===== src/rtl/phy_testif_pkg.sv =====
package phy_testif_pkg;

   typedef enum logic [1:0] {
      OP_WRITE   = 2'd0,
      OP_READ    = 2'd1,
      OP_CLR_SET = 2'd2,
      OP_CLR_REL = 2'd3
   } op_e;

   typedef enum logic [3:0] {
      ST_IDLE   = 4'd0,
      ST_CK_HI  = 4'd1,
      ST_CODE   = 4'd2,
      ST_EN_HI  = 4'd3,
      ST_CK_LO  = 4'd4,
      ST_EN_LO  = 4'd5,
      ST_DCK_LO = 4'd6,
      ST_DATA   = 4'd7,
      ST_DCK_HI = 4'd8,
      ST_CLR    = 4'd9
   } step_e;

   // Successor inside a write/read sequence.
   function automatic step_e step_after(input step_e s);
      case (s)
         ST_CK_HI:  return ST_CODE;
         ST_CODE:   return ST_EN_HI;
         ST_EN_HI:  return ST_CK_LO;
         ST_CK_LO:  return ST_EN_LO;
         ST_EN_LO:  return ST_DCK_LO;
         ST_DCK_LO: return ST_DATA;
         ST_DATA:   return ST_DCK_HI;
         default:   return ST_IDLE;
      endcase
   endfunction

   function automatic logic is_clear_op(input op_e o);
      return o[1];
   endfunction

   function automatic logic is_last_step(input step_e s);
      return (s == ST_DCK_HI) || (s == ST_CLR);
   endfunction

endpackage


===== src/rtl/phy_testif_timer.sv =====
module phy_testif_timer #(
   parameter int unsigned SETTLE_CYC = 250
) (
   input  logic clk,
   input  logic rst_n,
   input  logic load,
   output logic expire
);
   localparam int unsigned CW = (SETTLE_CYC > 1) ? $clog2(SETTLE_CYC) : 1;

   generate
      if (SETTLE_CYC == 1) begin : g_single
         // Every step lasts one cycle: always at its end.
         assign expire = 1'b1;
      end else begin : g_count
         logic [CW-1:0] cnt_q;
         always_ff @(posedge clk or negedge rst_n) begin
            if (!rst_n)
               cnt_q <= '0;
            else if (load)
               cnt_q <= CW'(SETTLE_CYC - 1);
            else if (cnt_q != '0)
               cnt_q <= cnt_q - 1'b1;
         end
         assign expire = (cnt_q == '0);
      end
   endgenerate

endmodule


===== src/rtl/phy_testif_seq.sv =====
module phy_testif_seq
   import phy_testif_pkg::*;
(
   input  logic  clk,
   input  logic  rst_n,
   input  logic  req_valid,
   input  op_e   req_op,
   input  logic  expire,
   output logic  busy,
   output logic  accept,
   output logic  adv,
   output step_e nxt_step,
   output op_e   cur_op,
   output logic  sample,
   output logic  finish,
   output logic  done
);
   step_e step_q;
   op_e   op_q;
   logic  done_q;

   assign busy   = (step_q != ST_IDLE);
   assign accept = req_valid && !busy;
   assign cur_op = accept ? req_op : op_q;
   assign sample = busy && expire && (step_q == ST_EN_LO) && (op_q == OP_READ);
   assign done   = done_q;

   always_comb begin
      nxt_step = step_q;
      adv      = 1'b0;
      finish   = 1'b0;
      if (step_q == ST_IDLE) begin
         if (accept) begin
            adv      = 1'b1;
            nxt_step = is_clear_op(req_op) ? ST_CLR : ST_CK_HI;
         end
      end else if (expire) begin
         if (is_last_step(step_q)) begin
            finish   = 1'b1;
            nxt_step = ST_IDLE;
         end else begin
            adv      = 1'b1;
            nxt_step = step_after(step_q);
         end
      end
   end

   always_ff @(posedge clk or negedge rst_n) begin
      if (!rst_n) begin
         step_q <= ST_IDLE;
         op_q   <= OP_WRITE;
         done_q <= 1'b0;
      end else begin
         step_q <= nxt_step;
         done_q <= finish;
         if (accept)
            op_q <= req_op;
      end
   end

endmodule


===== src/rtl/phy_testif_pins.sv =====
module phy_testif_pins
   import phy_testif_pkg::*;
#(
   parameter int unsigned DATA_W = 8
) (
   input  logic              clk,
   input  logic              rst_n,
   input  logic              adv,
   input  step_e             nxt_step,
   input  op_e               cur_op,
   input  logic [DATA_W-1:0] code_q,
   input  logic [DATA_W-1:0] data_q,
   input  logic [DATA_W-1:0] rd_byte,
   output logic              tclk,
   output logic              ten,
   output logic              tclr,
   output logic [DATA_W-1:0] din
);
   always_ff @(posedge clk or negedge rst_n) begin
      if (!rst_n) begin
         tclk <= 1'b0;
         ten  <= 1'b0;
         tclr <= 1'b0;
         din  <= '0;
      end else if (adv) begin
         case (nxt_step)
            ST_CK_HI:  tclk <= 1'b1;
            ST_CODE:   din  <= code_q;
            ST_EN_HI:  ten  <= 1'b1;
            ST_CK_LO:  tclk <= 1'b0;
            ST_EN_LO:  ten  <= 1'b0;
            ST_DCK_LO: tclk <= 1'b0;
            ST_DATA:   din  <= (cur_op == OP_READ) ? rd_byte : data_q;
            ST_DCK_HI: tclk <= 1'b1;
            ST_CLR:    tclr <= (cur_op == OP_CLR_SET);
            default: ;
         endcase
      end
   end

endmodule


===== src/rtl/phy_testif_capture.sv =====
module phy_testif_capture
   import phy_testif_pkg::*;
#(
   parameter int unsigned DATA_W = 8
) (
   input  logic              clk,
   input  logic              rst_n,
   input  logic              accept,
   input  logic [DATA_W-1:0] req_code,
   input  logic [DATA_W-1:0] req_data,
   input  logic              sample,
   input  logic              finish,
   input  op_e               fin_op,
   input  logic [DATA_W-1:0] test_dout,
   output logic [DATA_W-1:0] code_q,
   output logic [DATA_W-1:0] data_q,
   output logic [DATA_W-1:0] rd_byte,
   output logic [DATA_W-1:0] result
);
   always_ff @(posedge clk or negedge rst_n) begin
      if (!rst_n) begin
         code_q  <= '0;
         data_q  <= '0;
         rd_byte <= '0;
         result  <= '0;
      end else begin
         if (accept) begin
            code_q <= req_code;
            data_q <= req_data;
         end
         if (sample)
            rd_byte <= test_dout;
         if (finish) begin
            case (fin_op)
               OP_WRITE: result <= test_dout;
               OP_READ:  result <= rd_byte;
               default: ;
            endcase
         end
      end
   end

endmodule


===== src/rtl/phy_testif_master.sv =====
module phy_testif_master
   import phy_testif_pkg::*;
#(
   parameter int unsigned DATA_W     = 8,
   parameter int unsigned CYC_PER_US = 250,
   parameter int unsigned SETTLE_US  = 1
) (
   input  logic              clk,
   input  logic              rst_n,
   input  logic              req_valid,
   input  logic [1:0]        req_op,
   input  logic [DATA_W-1:0] req_code,
   input  logic [DATA_W-1:0] req_data,
   output logic              busy,
   output logic              done,
   output logic [DATA_W-1:0] result,
   output logic              phy_test_clk,
   output logic              phy_test_en,
   output logic              phy_test_clr,
   output logic [DATA_W-1:0] phy_test_din,
   input  logic [DATA_W-1:0] phy_test_dout
);
   localparam int unsigned SETTLE_CYC = CYC_PER_US * SETTLE_US;

   if (DATA_W < 1) begin : g_bad_width
      $error("phy_testif_master: DATA_W must be at least 1");
   end
   if (SETTLE_CYC < 1) begin : g_bad_settle
      $error("phy_testif_master: settle time must be at least one cycle");
   end

   logic              accept, adv, sample, finish, expire;
   step_e             nxt_step;
   op_e               cur_op;
   logic [DATA_W-1:0] code_q, data_q, rd_byte;

   phy_testif_timer #(.SETTLE_CYC(SETTLE_CYC)) u_timer (
      .clk    (clk),
      .rst_n  (rst_n),
      .load   (adv),
      .expire (expire)
   );

   phy_testif_seq u_seq (
      .clk       (clk),
      .rst_n     (rst_n),
      .req_valid (req_valid),
      .req_op    (op_e'(req_op)),
      .expire    (expire),
      .busy      (busy),
      .accept    (accept),
      .adv       (adv),
      .nxt_step  (nxt_step),
      .cur_op    (cur_op),
      .sample    (sample),
      .finish    (finish),
      .done      (done)
   );

   phy_testif_capture #(.DATA_W(DATA_W)) u_capture (
      .clk       (clk),
      .rst_n     (rst_n),
      .accept    (accept),
      .req_code  (req_code),
      .req_data  (req_data),
      .sample    (sample),
      .finish    (finish),
      .fin_op    (cur_op),
      .test_dout (phy_test_dout),
      .code_q    (code_q),
      .data_q    (data_q),
      .rd_byte   (rd_byte),
      .result    (result)
   );

   phy_testif_pins #(.DATA_W(DATA_W)) u_pins (
      .clk      (clk),
      .rst_n    (rst_n),
      .adv      (adv),
      .nxt_step (nxt_step),
      .cur_op   (cur_op),
      .code_q   (code_q),
      .data_q   (data_q),
      .rd_byte  (rd_byte),
      .tclk     (phy_test_clk),
      .ten      (phy_test_en),
      .tclr     (phy_test_clr),
      .din      (phy_test_din)
   );

endmodule


===== config.mk =====
export PLATFORM = sky130hd
export DESIGN_NAME = phy_testif_master
export DESIGN_NICKNAME = d
export VERILOG_FILES = /design/src/rtl/phy_testif_pkg.sv /design/src/rtl/phy_testif_timer.sv /design/src/rtl/phy_testif_seq.sv /design/src/rtl/phy_testif_pins.sv /design/src/rtl/phy_testif_capture.sv /design/src/rtl/phy_testif_master.sv
export SDC_FILE = /design/constraint.sdc
export NUM_CORES = 1
export LEC_CHECK = 0
export BUFFER_PORTS_ARGS = -buffer_cell sky130_fd_sc_hd__buf_2
export CORE_MARGIN = 4
export CORE_UTILIZATION = 45
export DETAILED_ROUTE_END_ITERATION = 8
export PLACE_DENSITY_LB_ADDON = 0.3
export SYNTH_ARGS = -nofsm -noshare
export SYNTH_HDL_FRONTEND = slang
export SYNTH_SLANG_ARGS = --single-unit

===== constraint.sdc =====
create_clock -name clk -period 3.83 [get_ports clk]
set_clock_uncertainty 0.15 [all_clocks]
set_input_delay 0.383 -clock clk [delete_from_list [all_inputs] [get_ports clk]]
set_output_delay 0.383 -clock clk [all_outputs]
set_load 0.01 [all_outputs]

==> results_dict.tcl, run 1 <==
set metrics [dict create \
    synth-seq-area-share_pct 52.5 \
    drv_slew 0 \
    rsz0062_at_grt "false" \
    outcome "finished clean" \
    timing.final.ws_setup_ns 0.489 \
    ys_ff_latch 58 \
    cts_max_level 3 \
    synth_xor_xnor_area_share_pct 3.17 \
    r2r-start "u_timer.g_count.cnt_q[2]$_DFFE_PN0P_" \
    clockBufferDepth 2 \
    synth_compound_area_share_pct 8.47 \
    synth_top_area_share_pct 52.5 \
    grt_max_degree 38 \
    synthSimpleGateAreaFrac_pct 11.3 \
    syn-num-nets 256 \
    hold_viol 0 \
    synth_area_leaders "dfrtp_1 (53%), mux2_2 (16%), mux2_4 (4.3%)" \
    vias_per_cell 5.25 \
    p_leak_nw 1.61 \
    final_nets 310 \
    cp-end-kind "flop" \
    cts_buffers 9 \
    drtIter0Drc 109 \
    dp_slack_ns 0.540 \
    clk_latency_ns 0.33 \
    min_path_type "input pin to flop" \
    route.vias.total 1884 \
    hp-start "req_code[1]" \
    path_class "flop to flop" \
    ant_nets 0 \
    die_w_microns 86.4 \
    synth_cell_type_count 42 \
    antenna_found_initial 0 \
    dpl-instance-area_sq_um 3080 \
    cts_tree "done" \
    io_buffer_count 49 \
    final_layout_size_suffix_gt1_share_pct 43.7 \
    avgRoutedWirePerCell_microns 15.6 \
    cp_data_arrival_time_ns 3.41 \
    worst_setup_path_start_kind "flop" \
    fin_setup_tns_ns 0 \
    gp_congestion 0.804 \
    crit_start "u_timer.g_count.cnt_q[2]$_DFFE_PN0P_" \
    root_buffer "clkbuf_8" \
    critPathRequiredTime_ns 3.90 \
    cap_violations 0 \
    synth_top_family_by_area "multiplexers" \
    worstPathMaxFanout 12 \
    finalSetupViolations 0 \
    period_share_pct 87.2 \
    rows 28 \
    grt_pass1_vias 1933 \
    clk_pin_slew_ns 0.07 \
    grt_use_total_pct 16.8 \
    netlist_area_sq_um 2760 \
    clock_sinks 58 \
    muxShareOfSynthArea_pct 21.4 \
    fin_crit_ns 3.34 \
    syn_area_per_cell_sq_um 12.3 \
    critPathCapture "u_pins.din[5]$_DFFE_PN0P_" \
    start_util_pct 46.4 \
    fp.dieH_microns 86.4 \
    area_delta_synth_final_pct 19.3 \
    irDropWorstVdd_mv 0.206 \
    synthAdderAreaFrac_pct 0.906 \
    die-area_sq_um 7460 \
    worstReg2RegEnd "u_pins.din[5]$_DFFE_PN0P_" \
    fin_area_sq_um 3300 \
    core-area_sq_um 5960 \
    r2r_slack_ns 0.49 \
    fmax_ghz 0.299 \
    grt_pass1_wl_microns 9550 \
    cts_resized 0 \
    r2r_cells 6 \
    dp_hpwl_microns 4030 \
    totalPowerFinal_mw 1.25 \
    slew_headroom_pct 56.3 \
    drcViolationCount 0 \
    drtPass1Iterations 4 \
    syn_inst 225 \
    postCtsSetupRepairBufs 0 \
    top_level_ports 50 \
    power_per_cell_area_nw_per_um2 379 \
    tightest_slew_ns 0.638 \
    grt-ovfl-total 0 \
    drt-total-wl_microns 5600 \
    synth_top_cell_by_area "dfrtp_1" \
    diodes 0 \
    synth_warnings 0 \
]
[state kept, by name, indices dropped and copies added, names as in the netlist]
| name | cells |
|---|---|
| u_timer.g_count.cnt_q | 8 |
| u_seq.step_q | 4 |
| u_pins.tclr | 1 |
| u_pins.tclk | 1 |
| u_seq.done | 1 |
| u_seq.op_q | 2 |
| u_capture.code_q | 8 |
| u_pins.din | 8 |
| u_capture.rd_byte | 8 |
| u_capture.data_q | 8 |
| u_pins.ten | 1 |
| u_capture.result | 8 |
[worst max-delay path: stages, from the launching register on]
cell	delay, ns
dfrtp_1	0.44
nor4_1	0.47
nand3_1	0.46
o311ai_2	0.67
xnor2_1	0.18
and3_1	0.51
mux2_4	0.35
[layout make-up]
type	instances	area, sq um
clock buffer	12	155
clock inverter	4	50.0
fill	534	2660
inverter	3	11.3
multi-input combinational	153	1250
sequential	58	1450
tap	75	93.8
timing repair buffer	54	285
[synth_stat cells]
master and number:
or3_4 1, xor2_1 4, or3b_1 1, nand4_1 2
nor4b_1 2, nand4b_2 1, and3_1 1, buf_2 1
or4_4 1, nor2_1 16, mux2_4 8, a31oi_1 2
nor3_1 5, o211ai_1 1, o41ai_1 2, a21oi_1 9
o31ai_4 1, mux2i_1 2, a21bo_2 1, nor2b_1 2
o31ai_1 1, buf_4 2, o21ai_0 3, o211a_1 1
or2_2 1, and2_1 1, xnor2_1 6, nand3_1 3
ha_1 2, mux2_2 40, nand2_1 18, o311ai_2 1
nor4_1 2, or3_2 1, a22oi_1 6, inv_1 3
dfrtp_1 58, o22a_1 2, nand4b_1 2, buf_1 1
clkbuf_1 7, a41oi_1 1
[timing repair]
item / in CTS / in global routing
setup endpoints to repair: 0 / 0
hold buffers: 1 / 0
hold endpoints to repair: 21 / 0
[metrics by stage]
stage | hold slack (ns) | instances | utilization (%)
finish | 0.126 | 359 | 55.4
detailed placement | 0.233 | 342 | 51.7
floorplan | -0.0626 | 225 | -
global route | 0.0997 | 359 | 55.4
CTS | 0.104 | 359 | 55.4
global placement | 0.233 | 342 | 51.7
[worst min-delay path by stage]
stage	to	depth (start not counted)
2_1_floorplan	u_capture.code_q[0]$_DFFE_PN0P_	0
3_3_place_gp	u_pins.tclr$_DFFE_PN0P_	1
3_5_place_dp	u_pins.tclr$_DFFE_PN0P_	1
4_1_cts	u_capture.data_q[5]$_DFFE_PN0P_	2
5_1_grt	u_capture.data_q[5]$_DFFE_PN0P_	2
6_report	u_capture.code_q[1]$_DFFE_PN0P_	2
[cells by family after synthesis]
group / count (synthesis)
AO/OA/AOI/OAI: 31
XOR/XNOR: 10
adder cells (fa/ha/maj): 2
buffers and inverters: 14
flip-flops: 58
multiplexers: 50
AND/OR/NAND/NOR: 60
[layer usage]
layer	track usage [%]	part of all wire [%]
met2	24.1	45
met1	23.0	48
met5	0	0
met4	7.79	2.1
met3	5.80	5.1
[power breakdown]
part / internal [mW] / switching (mW) / total, mW
combinational: 0.0219 / 0.0260 / 0.0478
clock: 0.335 / 0.239 / 0.574
sequential: 0.621 / 0.00610 / 0.627
[cells in the final DEF, fill, tap and decap left out, drive strengths merged, types with 3 or more instances in the layout]
cell and count:
dfrtp 58, buf 53, mux2 48, nand2 18
nor2 16, clkbuf 12, a21oi 9, xnor2 6
a22oi 6, nor3 5, xor2 4, inv 3
nand3 3, o21ai 3, nand4b 3
No activity file was read; power rests on OpenSTA's default activity.
==> run 2: changes to the inputs <==
--- a/config.mk
+++ b/config.mk
@@ -12,4 +12,5 @@
 export PLACE_DENSITY_LB_ADDON = 0.3
 export SYNTH_ARGS = -nofsm -noshare
 export SYNTH_HDL_FRONTEND = slang
+export SYNTH_HIERARCHICAL = 1
 export SYNTH_SLANG_ARGS = --single-unit
==> results_dict.tcl, run 2 <==
set metrics [dict create \
    outcome "finished clean" \
    synth_top_cell_by_area "dfrtp_1" \
    dr_wl_met3_microns 333 \
    worstPathMaxFanout 10 \
    fin_crit_ns 3.42 \
    root_buffer "clkbuf_8" \
    cp_data_arrival_time_ns 3.46 \
    synth.most_common_cell "dfrtp_1" \
    final_common_cell "dfrtp_1" \
    clk_pin_slew_ns 0.06 \
    synth_cell_type_count 51 \
    irDropWorstVdd_mv 0.252 \
    cts_buffers 9 \
    fin_util_pct 54.1 \
    synth_common_cells "dfrtp_1 (58), mux2_2 (25), mux2_4 (17), nor2_1 (15), o21ai_0 (14)" \
    power_per_cell_area_nw_per_um2 327 \
    postCtsSetupRepairBufs 0 \
    rsz0062_at_grt "false" \
    fin_area_sq_um 3440 \
    syn-num-nets 266 \
    final_layout_size_suffix_gt1_share_pct 43.4 \
    crit_chain "inv_1 > ha_1 > or4b_4 > nor2_1 > and4b_2 > a21oi_1 > o22ai_1 > buf_4 > xor2_4 > or2_1 > o31ai_2" \
    tightest_slew_ns 0.711 \
    timing.final.ws_setup_ns 0.411 \
    drtPass1Iterations 4 \
    fin_setup_tns_ns 0 \
    die-area_sq_um 7920 \
    wl_met1_microns 2590 \
    r2r_slack_ns 0.41 \
    fp.dieH_microns 89.0 \
    dpl-instance-area_sq_um 3260 \
    hold_viol 0 \
    syn_area_per_cell_sq_um 12.5 \
    worstReg2RegEnd "u_pins/din[4]$_DFFE_PN0P_" \
    grt_max_degree 33 \
    hold_end "u_capture/code_q[6]$_DFFE_PN0P_" \
    fmax_ghz 0.292 \
    dr.max_layer_used "met4" \
    ys_ff_latch 58 \
    drcViolationCount 0 \
    final_nets 322 \
    syn_inst 236 \
    area_delta_synth_final_pct 16.5 \
    slew_headroom_pct 51.9 \
    clockBufferDepth 2 \
    die_w_microns 89.0 \
    worst_setup_path_start_kind "flop" \
    finalSetupViolations 0 \
    fill_cells 583 \
    hp-start "req_code[6]" \
    drt-total-wl_microns 6210 \
    cp-end-kind "flop" \
    drv_slew 0 \
    min_path_type "input pin to flop" \
    cts_resized 0 \
    antenna_found_initial 0 \
    synth-seq-area-share_pct 49.2 \
    p_leak_nw 1.71 \
    route.vias.total 2044 \
    synth_warnings 6 \
    vias_per_cell 5.47 \
    synth_area_leaders "dfrtp_1 (49%), mux2_2 (9.5%), mux2_4 (8.7%)" \
    ys.flop_type "dfrtp_1" \
    gp_congestion 0.845 \
    path_class "flop to flop" \
    holdWs_ns 0.128 \
    grt_pass1_vias 2199 \
    diodes 0 \
    min_path_cells 2 \
    rows 29 \
    ctsHoldBuffers 1 \
    synth_edf_count 0 \
    grt-ovfl-total 0 \
    dp_hpwl_microns 4460 \
    core-area_sq_um 6350 \
    avgRoutedWirePerCell_microns 16.6 \
    grt_use_total_pct 17.9 \
    crit_path_max_incr_delay_ns 0.50 \
    dr_wl_met2_microns 3210 \
    start_util_pct 46.5 \
    final_cell_mix "dfrtp_1 (58), buf_2 (49), mux2_2 (25), mux2_4 (17), nor2_1 (15)" \
    cp_slowest_cell "or4b_4" \
    async_flop_share_pct 100 \
    synth_top_area_share_pct 49.2 \
    dp_slack_ns 0.427 \
    cts_tree "done" \
    top_level_ports 50 \
    ant_nets 0 \
    drtIter0Drc 82 \
    clk_latency_ns 0.33 \
    cts_max_level 3 \
    netlist_area_sq_um 2950 \
    grt_pass1_wl_microns 10700 \
    cap_violations 0 \
    critPathRequiredTime_ns 3.87 \
    clock_sinks 58 \
    r2r-start "u_timer/g_count.cnt_q[0]$_DFFE_PN0P_" \
    r2r_cells 11 \
    period_share_pct 89.3 \
    io_buffer_count 49 \
]
run 2: per-layer routing:
metal,up-vias,global-route usage [%]
li1,982,-
met1,1014,21.6
met2,38,30.2
met3,10,6.54
met4,0,4.87
met5,-,0
run 2: where the power goes:
group	total, mW	internal [mW]	switching, mW
sequential	0.613	0.613	0
clock	0.477	0.252	0.224
combinational	0.0356	0.0172	0.0184
run 2: how the worst max path moves through the flow:
stage	startpoint	end	slack, ns
finish	u_timer/g_count.cnt_q[0]$_DFFE_PN0P_	u_pins/din[4]$_DFFE_PN0P_	0.41
floorplan	u_timer/g_count.cnt_q[0]$_DFFE_PN0P_	u_pins/din[0]$_DFFE_PN0P_	0.83
CTS	u_timer/g_count.cnt_q[0]$_DFFE_PN0P_	u_pins/din[4]$_DFFE_PN0P_	0.41
global route	u_timer/g_count.cnt_q[1]$_DFFE_PN0P_	u_pins/din[2]$_DFFE_PN0P_	0.18
detailed placement	u_timer/g_count.cnt_q[0]$_DFFE_PN0P_	u_pins/din[4]$_DFFE_PN0P_	0.43
global placement	u_timer/g_count.cnt_q[0]$_DFFE_PN0P_	u_pins/din[5]$_DFFE_PN0P_	0.51
run 2: cell families (layout without fill, tap and decap cells):
family	after synthesis	count (layout)	synth area share, %
AND/OR/NAND/NOR	64	64	14.5
flip-flops	58	58	49.2
AO/OA/AOI/OAI	48	48	12.2
multiplexers	44	44	18.9
buffers and inverters	20	81	3.90
adder cells (fa/ha/maj)	1	1	0.424
XOR/XNOR	1	1	0.933
run 2: area by class of cell:
type	count	area, sq um	area share [%]
clock buffer	14	153	4.44
clock inverter	2	12.5	0.364
inverter	7	26.3	0.764
multi-input combinational	158	1380	40.2
sequential	58	1450	42.2
tap	77	96.3	2.80
timing repair buffer	58	315	9.17
run 2: per-stage QoR:
| stage | cells | power (mW) |
|---|---|---|
| 5_1_grt | 374 | 1.18 |
| 3_3_place_gp | 357 | 0.660 |
| 2_1_floorplan | 236 | 0.631 |
| 4_1_cts | 374 | 1.15 |
| 3_5_place_dp | 357 | 0.661 |
| 6_report | 374 | 1.12 |
run 2: worst max-delay path: cells and delay by family, from the launching register on:
kind	cells	cell delay, ns
and+or+nand+nor	4	1.66
DFF	1	0.41
AOI/OAI and AO/OA	3	0.29
adders and majority gates	1	0.22
buffers and inverters	2	0.28
xor gates and xnor gates	1	0.26
==> run 3: changes to the inputs <==
--- a/config.mk
+++ b/config.mk
@@ -7,7 +7,8 @@
 export LEC_CHECK = 0
 export BUFFER_PORTS_ARGS = -buffer_cell sky130_fd_sc_hd__buf_2
 export CORE_MARGIN = 4
-export CORE_UTILIZATION = 45
+export CORE_UTILIZATION = 50
+export CTS_CLUSTER_DIAMETER = 50
 export DETAILED_ROUTE_END_ITERATION = 8
 export PLACE_DENSITY_LB_ADDON = 0.3
 export SYNTH_ARGS = -nofsm -noshare
==> constraint.sdc (replaced) <==
create_clock -name clk -period 3.9 [get_ports clk]
set_clock_uncertainty 0.15 [all_clocks]
set_input_delay 0.39 -clock clk [delete_from_list [all_inputs] [get_ports clk]]
set_output_delay 0.39 -clock clk [all_outputs]
set_load 0.01 [all_outputs]
==> results_dict.tcl, run 3 (same netlist as run 2, synthesis figures left out) <==
set metrics [dict create \
    outcome "finished, violations left" \
    violations "hold timing" \
    cp-end-kind "flop" \
    fin_crit_ns 3.57 \
    seq_area_sq_um 1450 \
    dpl-instance-area_sq_um 3250 \
    drcViolationCount 0 \
    root_buffer "clkbuf_8" \
    power_per_cell_area_nw_per_um2 339 \
    r2r-start "u_timer/g_count.cnt_q[0]$_DFFE_PN0P_" \
    rsz0062_at_grt "false" \
    final_cell_mix "dfrtp_1 (58), buf_2 (49), mux2_2 (25), mux2_4 (17), nor2_1 (15)" \
    min_path_type "input pin to asynchronous set/reset pin" \
    top_level_ports 50 \
    path_class "flop to flop" \
    final_nets 320 \
    grt_max_degree 36 \
    drtIter0Drc 88 \
    area_delta_synth_final_pct 16.4 \
    diodes 0 \
    worstPathMaxFanout 10 \
    die_w_microns 84.8 \
    route.vias.total 2020 \
    grt-ovfl-total 0 \
    avgRoutedWirePerCell_microns 16.2 \
    fp.dieH_microns 84.8 \
    cap_violations 0 \
    vias_per_cell 5.52 \
    gp_congestion 0.792 \
    drv_slew 0 \
    ant_nets 0 \
    cts_max_level 3 \
    ctsHoldBuffers 0 \
    fmax_ghz 0.280 \
    fin_setup_tns_ns 0 \
    clk_latency_ns 0.33 \
    worstReg2RegEnd "u_pins/din[0]$_DFFE_PN0P_" \
    p_leak_nw 1.71 \
    cts_tree "done" \
    r2r_cells 9 \
    cts_resized 0 \
    clock_sinks 58 \
    fill_cells 480 \
    hold_viol 34 \
    timing.final.ws_setup_ns 0.330 \
    fin_area_sq_um 3430 \
    antenna_found_initial 0 \
    final_common_cell "dfrtp_1" \
    cp_data_arrival_time_ns 3.62 \
    totalPowerFinal_mw 1.16 \
    multi_input_area_sq_um 1380 \
    dp_hpwl_microns 4340 \
    slew_headroom_pct 48.4 \
    rows 27 \
    dp_slack_ns 0.437 \
    io_buffer_count 49 \
    postCtsSetupRepairBufs 0 \
    drt-total-wl_microns 5940 \
    core-area_sq_um 5610 \
    drtPass1Iterations 4 \
    holdWs_ns -0.0168 \
    start_util_pct 52.6 \
    tightest_slew_ns 0.774 \
    grt_pass1_wl_microns 10100 \
    grt_use_total_pct 17.6 \
    clockBufferDepth 2 \
    cts_buffers 9 \
    r2r_slack_ns 0.33 \
    period_share_pct 91.5 \
    final_layout_size_suffix_gt1_share_pct 43.9 \
    grt_pass1_vias 2104 \
    finalSetupViolations 0 \
    die-area_sq_um 7190 \
    irDropWorstVdd_mv 0.232 \
    clk_pin_slew_ns 0.06 \
    worst_setup_path_start_kind "flop" \
    critPathRequiredTime_ns 3.95 \
]
-- run 3: cell types whose count changed in the layout (fill, tap and decap cells not counted) --
cell           before  now
clkbuf_1            4    2
buf_4               8    7
bufinv_16           0    1
clkinv_2            1    2
clkinvlp_4          1    0
dlygate4sd3_1       1    0
-- run 3: cell type report --
| cell class | count | share of cell area, % |
|---|---|---|
| repair buffers | 56 | 8.67 |
| flip-flops and latches | 58 | 42.3 |
| clock inverters | 3 | 1.17 |
| multi-input cells | 158 | 40.3 |
| well taps | 72 | 2.62 |
| clock buffers | 12 | 4.23 |
| inverters | 7 | 0.765 |
-- run 3: worst max path at each step --
| stage | slack, ns | end | start |
|---|---|---|---|
| 6_report | 0.33 | u_pins/din[0]$_DFFE_PN0P_ | u_timer/g_count.cnt_q[0]$_DFFE_PN0P_ |
| 4_1_cts | 0.40 | u_pins/din[0]$_DFFE_PN0P_ | u_timer/g_count.cnt_q[0]$_DFFE_PN0P_ |
| 3_3_place_gp | 0.58 | u_pins/din[3]$_DFFE_PN0P_ | u_timer/g_count.cnt_q[0]$_DFFE_PN0P_ |
| 3_5_place_dp | 0.44 | u_pins/din[0]$_DFFE_PN0P_ | u_timer/g_count.cnt_q[0]$_DFFE_PN0P_ |
| 2_1_floorplan | 0.90 | u_pins/din[0]$_DFFE_PN0P_ | u_timer/g_count.cnt_q[0]$_DFFE_PN0P_ |
| 5_1_grt | 0.08 | u_pins/din[4]$_DFFE_PN0P_ | u_timer/g_count.cnt_q[0]$_DFFE_PN0P_ |
-- run 3: report_power, final --
group	internal, mW	switching (mW)	total (mW)
Clock	0.307	0.220	0.527
Combinational	0.0162	0.0177	0.0340
Sequential	0.602	0	0.602
-- run 3: through the flow --
| step | utilization, % | instances |
|---|---|---|
| finish | 61.2 | 366 |
| global route | 61.2 | 366 |
| CTS | 61.2 | 366 |
| detailed placement | 57.9 | 351 |
| global placement | 57.9 | 351 |
| floorplan | - | 236 |
-- run 3: per-layer routing --
layer,global-route usage (%),vias to the layer above,share of wire (%)
met5,0,-,0
met2,29.7,49,51
met1,21.5,985,43
met3,5.15,8,5.3
met4,6.04,0,1.4
li1,-,978,-
-- run 3: worst max-delay path, cell delays in order, from the launching register on --
cell and delay (ns):
dfrtp_1 0.41, inv_1 0.09, ha_1 0.23, or4b_4 0.50, nor2_1 0.46, nand2_1 0.20, o221ai_1 0.55, nand3b_2 0.31
or2_1 0.41, o31ai_2 0.14
